$ cat src/rtl/tcc_pkg.sv
// Package: shared types and constants for the Type-C attach controller.
// Assumes a status word with two 2-bit line fields, a termination flag
// and a toggling flag, in the positions given below.
package tcc_pkg;

    localparam int CC_W       = 2;
    localparam int NUM_LINES  = 2;
    localparam int TERM_BIT   = NUM_LINES * CC_W;
    localparam int TOGGLE_BIT = TERM_BIT + 1;
    localparam int STAT_W     = TOGGLE_BIT + 1;

    // Termination request codes driven to the port's CC terminations
    localparam logic [CC_W-1:0] TERM_RA   = 2'd0;
    localparam logic [CC_W-1:0] TERM_RP   = 2'd1;
    localparam logic [CC_W-1:0] TERM_RD   = 2'd2;
    localparam logic [CC_W-1:0] TERM_OPEN = 2'd3;

    // What the far end looks like on one line
    typedef enum logic [2:0] {
        LN_OPEN,
        LN_RA,
        LN_RD,
        LN_RP_DEF,
        LN_RP_1A5,
        LN_RP_3A0
    } line_e;

    // Outcome of classifying one status change
    typedef enum logic [2:0] {
        EV_DETACH,
        EV_SOURCE,
        EV_SINK,
        EV_AUDIO,
        EV_UNKNOWN
    } event_e;

    function automatic logic is_rp(line_e l);
        return (l == LN_RP_DEF) || (l == LN_RP_1A5) || (l == LN_RP_3A0);
    endfunction

endpackage

$ cat src/rtl/tcc_line_decode.sv
// Module: tcc_line_decode
// Turns one 2-bit line code into a line class. The meaning of the code
// depends on which termination the port is presenting at that moment.
// Assumes term_rd = 1 while the port presents Rd. Purely combinational.
module tcc_line_decode
    import tcc_pkg::*;
(
    input  logic [CC_W-1:0] code,
    input  logic            term_rd,
    output line_e           cls
);

    // Map the code through the termination-dependent table
    always_comb begin
        cls = LN_OPEN;
        if (term_rd) begin
            case (code)
                2'd1:    cls = LN_RP_DEF;
                2'd2:    cls = LN_RP_1A5;
                2'd3:    cls = LN_RP_3A0;
                default: cls = LN_OPEN;
            endcase
        end else begin
            case (code)
                2'd1:    cls = LN_RA;
                2'd2:    cls = LN_RD;
                default: cls = LN_OPEN;
            endcase
        end
    end

endmodule

$ cat src/rtl/tcc_classify.sv
// Module: tcc_classify
// Sorts a pair of line classes into one event. It also gives the active
// line for orientation and whether VCONN is wanted.
// Priority: detach, source, sink, audio-detached, unknown. Combinational.
module tcc_classify
    import tcc_pkg::*;
(
    input  line_e  l1,
    input  line_e  l2,
    output event_e ev,
    output logic   active_cc2,
    output logic   want_vconn
);

    logic both_open;
    logic src_hit;
    logic snk_hit;
    logic aud_hit;

    // Detect each candidate combination
    always_comb begin
        both_open = (l1 == LN_OPEN) && (l2 == LN_OPEN);
        src_hit   = (l1 == LN_RD) != (l2 == LN_RD);
        snk_hit   = (is_rp(l1) && (l2 == LN_OPEN)) || (is_rp(l2) && (l1 == LN_OPEN));
        aud_hit   = ((l1 == LN_RA) && (l2 == LN_OPEN)) || ((l2 == LN_RA) && (l1 == LN_OPEN));
    end

    // Pick the event by priority and derive orientation and VCONN need
    always_comb begin
        ev         = EV_UNKNOWN;
        active_cc2 = 1'b0;
        want_vconn = 1'b0;
        if (both_open) begin
            ev = EV_DETACH;
        end else if (src_hit) begin
            ev         = EV_SOURCE;
            active_cc2 = (l1 != LN_RD);
            want_vconn = ((l1 == LN_RD) && (l2 == LN_RA)) || ((l2 == LN_RD) && (l1 == LN_RA));
        end else if (snk_hit) begin
            ev         = EV_SINK;
            active_cc2 = (l1 == LN_OPEN);
        end else if (aud_hit) begin
            ev = EV_AUDIO;
        end
    end

endmodule

$ cat src/rtl/tcc_port_ctrl.sv
// Module: tcc_port_ctrl
// Holds the port state and applies the action for each status change.
// A change is any difference from the status sampled in the last cycle.
// Assumes ev, active_cc2 and want_vconn are decoded from cc_status in
// the same cycle.
module tcc_port_ctrl
    import tcc_pkg::*;
#(
    parameter bit PREFER_SOURCE = 1'b1
) (
    input  logic            clk,
    input  logic            rst_n,
    input  logic [STAT_W-1:0] cc_status,
    input  event_e          ev,
    input  logic            active_cc2,
    input  logic            want_vconn,
    output logic            attached,
    output logic            orient_cc2,
    output logic            ss_sel,
    output logic            data_host,
    output logic            power_source,
    output logic            vbus_src_en,
    output logic            vbus_snk_en,
    output logic            vconn_en,
    output logic            drp_en,
    output logic [CC_W-1:0] role_cc1,
    output logic [CC_W-1:0] role_cc2,
    output logic            look_cmd,
    output logic            cc_error,
    output logic            dis_start,
    output logic            dis_stop
);

    localparam logic [CC_W-1:0] IDLE_TERM = PREFER_SOURCE ? TERM_RP : TERM_RD;

    logic [STAT_W-1:0] prev_q;
    logic              react;

    // Flag a change of the status word and the discharge triggers it causes
    always_comb begin
        react     = (cc_status != prev_q);
        dis_start = react && ((ev == EV_DETACH) || (ev == EV_SINK));
        dis_stop  = react && (ev == EV_SOURCE);
    end

    // Apply the action for the classified change
    always_ff @(posedge clk) begin
        if (!rst_n) begin
            prev_q       <= '0;
            attached     <= 1'b0;
            orient_cc2   <= 1'b0;
            ss_sel       <= 1'b1;
            data_host    <= 1'b0;
            power_source <= 1'b0;
            vbus_src_en  <= 1'b0;
            vbus_snk_en  <= 1'b0;
            vconn_en     <= 1'b0;
            drp_en       <= 1'b1;
            role_cc1     <= IDLE_TERM;
            role_cc2     <= IDLE_TERM;
            look_cmd     <= 1'b0;
            cc_error     <= 1'b0;
        end else begin
            prev_q   <= cc_status;
            look_cmd <= 1'b0;
            if (react) begin
                cc_error <= 1'b0;
                case (ev)
                    EV_DETACH: begin
                        attached     <= 1'b0;
                        orient_cc2   <= 1'b0;
                        ss_sel       <= 1'b1;
                        data_host    <= 1'b0;
                        power_source <= 1'b0;
                        vbus_src_en  <= 1'b0;
                        vbus_snk_en  <= 1'b0;
                        vconn_en     <= 1'b0;
                        drp_en       <= 1'b1;
                        role_cc1     <= IDLE_TERM;
                        role_cc2     <= IDLE_TERM;
                        look_cmd     <= 1'b1;
                    end
                    EV_SOURCE: begin
                        attached     <= 1'b1;
                        orient_cc2   <= active_cc2;
                        ss_sel       <= ~active_cc2;
                        data_host    <= 1'b1;
                        power_source <= 1'b1;
                        vbus_src_en  <= 1'b1;
                        vbus_snk_en  <= 1'b0;
                        vconn_en     <= want_vconn;
                    end
                    EV_SINK: begin
                        attached     <= 1'b1;
                        orient_cc2   <= active_cc2;
                        ss_sel       <= ~active_cc2;
                        data_host    <= 1'b0;
                        power_source <= 1'b0;
                        vbus_src_en  <= 1'b0;
                        vbus_snk_en  <= 1'b0;
                        vconn_en     <= 1'b0;
                        drp_en       <= 1'b0;
                        role_cc1     <= active_cc2 ? TERM_OPEN : TERM_RD;
                        role_cc2     <= active_cc2 ? TERM_RD : TERM_OPEN;
                    end
                    EV_AUDIO: begin
                        cc_error <= 1'b0;
                    end
                    default: begin
                        cc_error <= 1'b1;
                    end
                endcase
            end
        end
    end

    // A source never sinks VBUS
    assert_source_power_R4: assert property (@(posedge clk) disable iff (!rst_n)
        power_source |-> (vbus_src_en && !vbus_snk_en));

    // VCONN only alongside a sourced VBUS
    assert_vconn_needs_source_R5: assert property (@(posedge clk) disable iff (!rst_n)
        vconn_en |-> vbus_src_en);

    // A sink requests Rd on one line and open on the other, toggling off
    assert_sink_terms_R6: assert property (@(posedge clk) disable iff (!rst_n)
        (attached && !power_source) |->
        (!drp_en && (((role_cc1 == TERM_RD) && (role_cc2 == TERM_OPEN)) ||
                     ((role_cc1 == TERM_OPEN) && (role_cc2 == TERM_RD)))));

    // The look command is only issued in the detached, toggling state
    assert_look_detached_R7: assert property (@(posedge clk) disable iff (!rst_n)
        look_cmd |-> (!attached && drp_en && !vconn_en));

    // The lane select is the inverse of the orientation
    assert_ss_follows_orient_R8: assert property (@(posedge clk) disable iff (!rst_n)
        ss_sel != orient_cc2);

    // A steady status word moves nothing
    assert_hold_when_stable_R3: assert property (@(posedge clk) disable iff (!rst_n)
        ($past(rst_n) && $stable(cc_status)) |=>
        ($stable(attached) && $stable(orient_cc2) && $stable(vbus_src_en) && !look_cmd));

    // An unknown combination leaves the port state in place
    assert_error_holds_R10: assert property (@(posedge clk) disable iff (!rst_n)
        cc_error |-> ($stable(attached) && $stable(orient_cc2) && $stable(vbus_src_en) &&
                      $stable(role_cc1) && $stable(role_cc2)));

endmodule

$ cat src/rtl/tcc_discharge.sv
// Module: tcc_discharge
// Forced VBUS discharge latch. Set when both VBUS paths are switched off.
// Cleared by a source attach or by the low-voltage alarm. Setting has
// priority over clearing.
module tcc_discharge (
    input  logic clk,
    input  logic rst_n,
    input  logic start_i,
    input  logic stop_i,
    input  logic low_alarm,
    output logic discharge
);

    // Track the discharge request with set priority
    always_ff @(posedge clk) begin
        if (!rst_n) begin
            discharge <= 1'b0;
        end else if (start_i) begin
            discharge <= 1'b1;
        end else if (stop_i || low_alarm) begin
            discharge <= 1'b0;
        end
    end

    // The alarm releases an active discharge unless a new one starts
    assert_alarm_release_R11: assert property (@(posedge clk) disable iff (!rst_n)
        (discharge && low_alarm && !start_i) |=> !discharge);

endmodule

$ cat src/rtl/tcc_attach_ctrl.sv
// Module: tcc_attach_ctrl (top)
// Type-C attach detection: decodes both CC lines, classifies each status
// change and drives port state, orientation, power paths and discharge.
// Assumes cc_status is already debounced and synchronous to clk.
module tcc_attach_ctrl
    import tcc_pkg::*;
#(
    parameter bit PREFER_SOURCE = 1'b1
) (
    input  logic              clk,
    input  logic              rst_n,
    input  logic [STAT_W-1:0] cc_status,
    input  logic              low_alarm,
    output logic              attached,
    output logic              orient_cc2,
    output logic              ss_sel,
    output logic              data_host,
    output logic              power_source,
    output logic              vbus_src_en,
    output logic              vbus_snk_en,
    output logic              vconn_en,
    output logic              drp_en,
    output logic [CC_W-1:0]   role_cc1,
    output logic [CC_W-1:0]   role_cc2,
    output logic              look_cmd,
    output logic              discharge,
    output logic              cc_error
);

    line_e  line_cls [NUM_LINES];
    event_e ev;
    logic   active_cc2;
    logic   want_vconn;
    logic   dis_start;
    logic   dis_stop;

    // One decoder per CC line
    for (genvar i = 0; i < NUM_LINES; i++) begin : g_line
        tcc_line_decode u_dec (
            .code    (cc_status[i*CC_W +: CC_W]),
            .term_rd (cc_status[TERM_BIT]),
            .cls     (line_cls[i])
        );
    end

    tcc_classify u_cls (
        .l1         (line_cls[0]),
        .l2         (line_cls[1]),
        .ev         (ev),
        .active_cc2 (active_cc2),
        .want_vconn (want_vconn)
    );

    tcc_port_ctrl #(.PREFER_SOURCE(PREFER_SOURCE)) u_ctrl (
        .clk          (clk),
        .rst_n        (rst_n),
        .cc_status    (cc_status),
        .ev           (ev),
        .active_cc2   (active_cc2),
        .want_vconn   (want_vconn),
        .attached     (attached),
        .orient_cc2   (orient_cc2),
        .ss_sel       (ss_sel),
        .data_host    (data_host),
        .power_source (power_source),
        .vbus_src_en  (vbus_src_en),
        .vbus_snk_en  (vbus_snk_en),
        .vconn_en     (vconn_en),
        .drp_en       (drp_en),
        .role_cc1     (role_cc1),
        .role_cc2     (role_cc2),
        .look_cmd     (look_cmd),
        .cc_error     (cc_error),
        .dis_start    (dis_start),
        .dis_stop     (dis_stop)
    );

    tcc_discharge u_dis (
        .clk       (clk),
        .rst_n     (rst_n),
        .start_i   (dis_start),
        .stop_i    (dis_stop),
        .low_alarm (low_alarm),
        .discharge (discharge)
    );

    // Discharge never runs while VBUS is being sourced
    assert_discharge_src_off_R11: assert property (@(posedge clk) disable iff (!rst_n)
        discharge |-> !vbus_src_en);

endmodule

$ cat config.mk
export PLATFORM = sky130hd
export DESIGN_NAME = tcc_attach_ctrl
export DESIGN_NICKNAME = d
export VERILOG_FILES = /design/src/rtl/tcc_pkg.sv /design/src/rtl/tcc_line_decode.sv /design/src/rtl/tcc_classify.sv /design/src/rtl/tcc_port_ctrl.sv /design/src/rtl/tcc_discharge.sv /design/src/rtl/tcc_attach_ctrl.sv
export SDC_FILE = /design/constraint.sdc
export NUM_CORES = 1
export LEC_CHECK = 0
export ABC_AREA = 0
export BUFFER_PORTS_ARGS = -buffer_cell sky130_fd_sc_hd__buf_4
export CORE_UTILIZATION = 50
export DETAILED_ROUTE_END_ITERATION = 12
export PLACE_DENSITY = 0.79
export SLEW_MARGIN = 20
export SYNTH_ARGS = -nofsm -noshare
export SYNTH_HDL_FRONTEND = slang
export SYNTH_SLANG_ARGS = --single-unit
$ cat constraint.sdc
create_clock -name clk -period 1.45 [get_ports clk]
set_input_delay 0.0725 -clock clk [delete_from_list [all_inputs] [get_ports clk]]
set_output_delay 0.0725 -clock clk [all_outputs]
set_load 0.05 [all_outputs]
==> impl_results.md <==
* Run status: finished clean
* TritonCTS Sinks at 18
* Ys async rst share at 0%
* YS warnings at 0
* Crit path largest cell delay at 0.32 ns
* Clk_lat worst skew at approximately 0.29 ns
* Average routed wire per standard cell at 11.9 µm
* Area Growth Syn to Fin at 21.9%
* Share of the clock period used by the worst path at 96.6%
* Most used DFF post-synth: dfxtp_1
* Basic-gate share of the synthesized area counting and, or, nand and nor cells at approximately a fifth
* Ordered list of cells on the worst path: xnor2_1, nand4_1, buf_4, nor2_1, o21ai_2, a211o_1
* Pin count of the biggest net entering global routing at 20
* Switching share of total power at between 30% and 40%
* Initial detailed-routing violation count at 12
* Worst Hold Margin at between 0.03 and 0.04 ns
* Root Buffer Master: clkbuf_4
* Average cell area after synthesis at between 9 and 10 µm²
* Share of cells above drive strength 1 at between 20% and 30%
* Ant diodes at 0
* Vias per Instance at around 5.3
* Width of the chip at roughly 45 µm
* Maxcap violations at 0
* Worst Path Class, Setup: flop to flop
* Post-Synthesis Cells at around 100
* Final core occ at 65.8%
* Largest clock skew in the final design at roughly 0.01 ns
* Ranking of synthesized cells by area: dfxtp_1 38%, xnor2_1 7.4%, and2_1 4.6%
* Number of fillers in the final layout at about 150
* Portion of total power attributed to sequential cells at between 40 and 50%
* Worst ir drop on vdd at just over 0.0008 V
* Clock network fraction of total power at roughly a quarter
* XOR/XNOR Fraction of Synth Area at a little under a tenth
* Reg-to-reg setup timing slack at 0.05 ns
* Number of H-tree levels at 1
* Logic depth of the worst register-to-register path at 6
* Via count of the first global-routing pass at ~630
* Achievable Freq at just over 0.7 GHz
* RD Place Congestion at 0.837
* Number of nets in the synthesized netlist at 113
* Number of buffers and inverters on the critical path at 1
* Final hold vios at 0
* Detail Route Antenna Nets at 0
* Psw at just over 400 µW
* Final critical path time including I/O delays and setup at about 1.4 ns
* Synthesized-area fraction occupied by ao, oa, aoi and oai cells at around 22%
* DRC Markers at 0
* Initial Util at a little over half
* Clock transition at the registers of the reported paths at approximately 0.10 ns
* Placement row count at 15
* WL final at 1.76 mm
* Vertical die dimension at 45.4 µm
* Combinational family with the most area after synthesis: compound AO/OA/AOI/OAI gates
* Worst EP arrival at ~1.6 ns
* Initial antenna violation count at 0
* Synthesized cell area at about 940 µm²
* R2R Path Start: u_ctrl.prev_q[3]
* Worst path depth at 6
* Share of synthesized cell area in full adder, half adder and majority cells at 0%
* Layout Nets at ~130
* Ports at 25
* Required time worst endpoint at between 1.5 and 2 ns
* Core Region at 1750 µm²
* CP Launch Point: u_ctrl.prev_q[3]
* DR vias at 780
* Largest fanout on the critical path at 4
* Crit path max-delay family: compound AO/OA/AOI/OAI gates
* Setup crit end kind: flop
* Number of input and output port buffers inserted at 23
* Number of synthesized register bits at 18
* PwrDens at roughly 1100 nW/µm²
* Proportion of power drawn by combinational gates at slightly above 30%
* Static power due to leakage at about 0.48 nW
* Number of setup violations in the final report at 0
* First-pass GRT wire length at 2.77 mm
* CTS tree: yes
* Total internal power at ~800 µW
* Multiplexer share of the synthesized area at between 1 and 1.5%
* Nature of the critical path startpoint: flop
* Maximum buffer depth of the clock tree at 2
* TritonCTS Buffers at 3
* Pre-Repair DR Iteration Count at 4
* Share of the synthesized area in the top cell type at a little under two fifths
* Register area share after synthesis at a little under two fifths
* Count of final max-slew check failures at 0
* Cell with the largest stage delay on the worst path: dfxtp_1
* Count of flip-flops with a built-in enable after synthesis at 0
* Worst min-delay path category: input pin to flop
* Critical Path End: u_ctrl.role_cc2[0]
* Area of the die at about 2100 µm²
* Unrepaired setup endpoints after global routing: yes
* Dpl hpwl at around 1.3 mm
* Number of unique standard cell types used by synthesis at just over 40
* Endpoint of the most critical register-to-register path: u_ctrl.role_cc2[0]
* Largest area contributor in the netlist: dfxtp_1
* Global route total overflow at 0
* Overall Global Routing Usage at 19.3%
==> layout make-up <==
class	instances	area [µm²]	area share [%]
flip-flops and latches	18	360	31.4
clock buffers	4	36.3	3.16
repair buffers	26	198	17.2
multi-input cells	72	512	44.6
inverters	3	11.3	0.980
well taps	25	31.3	2.72
==> cells in the final DEF, fill, tap and decap left out, drive strengths merged, types with 2 or more instances in the layout <==
master	Yosys	layout
xnor2	8	8
a21boi	2	2
clkbuf	0	4
nand2b	2	2
nor3b	2	2
nor2b	3	3
o211ai	2	2
o22ai	4	4
xor2	2	2
and2	7	7
nand2	9	9
a21oi	4	4
a2bb2oi	2	2
buf	11	25
inv	3	3
o21ai	2	2
nor2	4	4
o2bb2ai	3	3
dfxtp	18	18
==> power groups by stage <==
stage	combinational, mW	clock (mW)	sequential [mW]
floorplan	0.190	0	0.654
global placement	0.364	0	0.560
detailed placement	0.370	0	0.561
CTS	0.373	0.309	0.550
global route	0.410	0.333	0.553
finish	0.381	0.302	0.549
==> worst min-delay path, stage by stage <==
cell and delay, ns:
buf_4 0.07, nand3b_1 0.08, a21boi_0 0.06
==> worst min-delay path by stage <==
stage / from / end / cells after the start
2_1_floorplan: cc_status[5] / u_ctrl.prev_q[5] / 1
3_3_place_gp: cc_status[5] / u_ctrl.prev_q[5] / 2
3_5_place_dp: cc_status[5] / u_ctrl.prev_q[5] / 2
4_1_cts: low_alarm / u_dis.discharge / 3
5_1_grt: low_alarm / u_dis.discharge / 3
6_report: low_alarm / u_dis.discharge / 3
==> timing repair <==
action	4_1_cts	5_1_grt
endpoints found under the hold margin	1	0
hold buffers	1	0
setup buffers	0	1
endpoints found under the setup margin	0	10
gates resized for setup	0	1
==> logic make-up after synthesis <==
logic type,after synthesis
compound gates,26
xor+xnor,10
buf+inv,14
flops,18
mux,1
other cells,1
simple gates,34
==> Yosys cell counts (2+ instances only) <==
| cell type | n |
|---|---|
| dfxtp_1 | 18 |
| nor3b_1 | 2 |
| inv_1 | 3 |
| buf_4 | 5 |
| nor2b_1 | 3 |
| xnor2_1 | 8 |
| buf_2 | 3 |
| xor2_1 | 2 |
| nand2b_1 | 2 |
| a21boi_0 | 2 |
| o2bb2ai_1 | 2 |
| nor2_1 | 4 |
| nand2_1 | 9 |
| o22ai_1 | 4 |
| a21oi_1 | 4 |
| buf_1 | 2 |
| and2_1 | 7 |
==> through the flow <==
stage	setup WS, ns	cells	total power, mW	cell area [µm²]	setup TNS (ns)
after floorplan	0.153	104	0.844	942	0
after global placement	0.0621	142	0.924	1080	0
after detailed placement	0.0160	142	0.931	1080	0
after CTS	0.0104	147	1.23	1130	0
after global routing	-0.0144	148	1.30	1150	-0.0211
final	0.0496	148	1.23	1150	0
==> layer usage <==
metal  part of all wire (%)  global-route usage, %  wire length, µm  vias up
met5                      0                      0                0        -
met2                     51                   30.0              898       24
met1                     44                   23.8              773      361
met4                   0.68                   7.27               12        0
met3                    4.5                   7.54               80        2
li1                       -                      -                -      393
==> sequential cells by signal, summed over array words and instances (netlist names) <==
name and count:
u_ctrl.ss_sel 1, u_ctrl.orient_cc2 1, u_ctrl.role_cc2 2, u_ctrl.prev_q 6, u_dis.discharge 1, u_ctrl.drp_en 1, u_ctrl.data_host 1, u_ctrl.role_cc1 1
u_ctrl.attached 1, u_ctrl.cc_error 1, u_ctrl.vconn_en 1, u_ctrl.look_cmd 1
(Power assumes the default switching activity.)
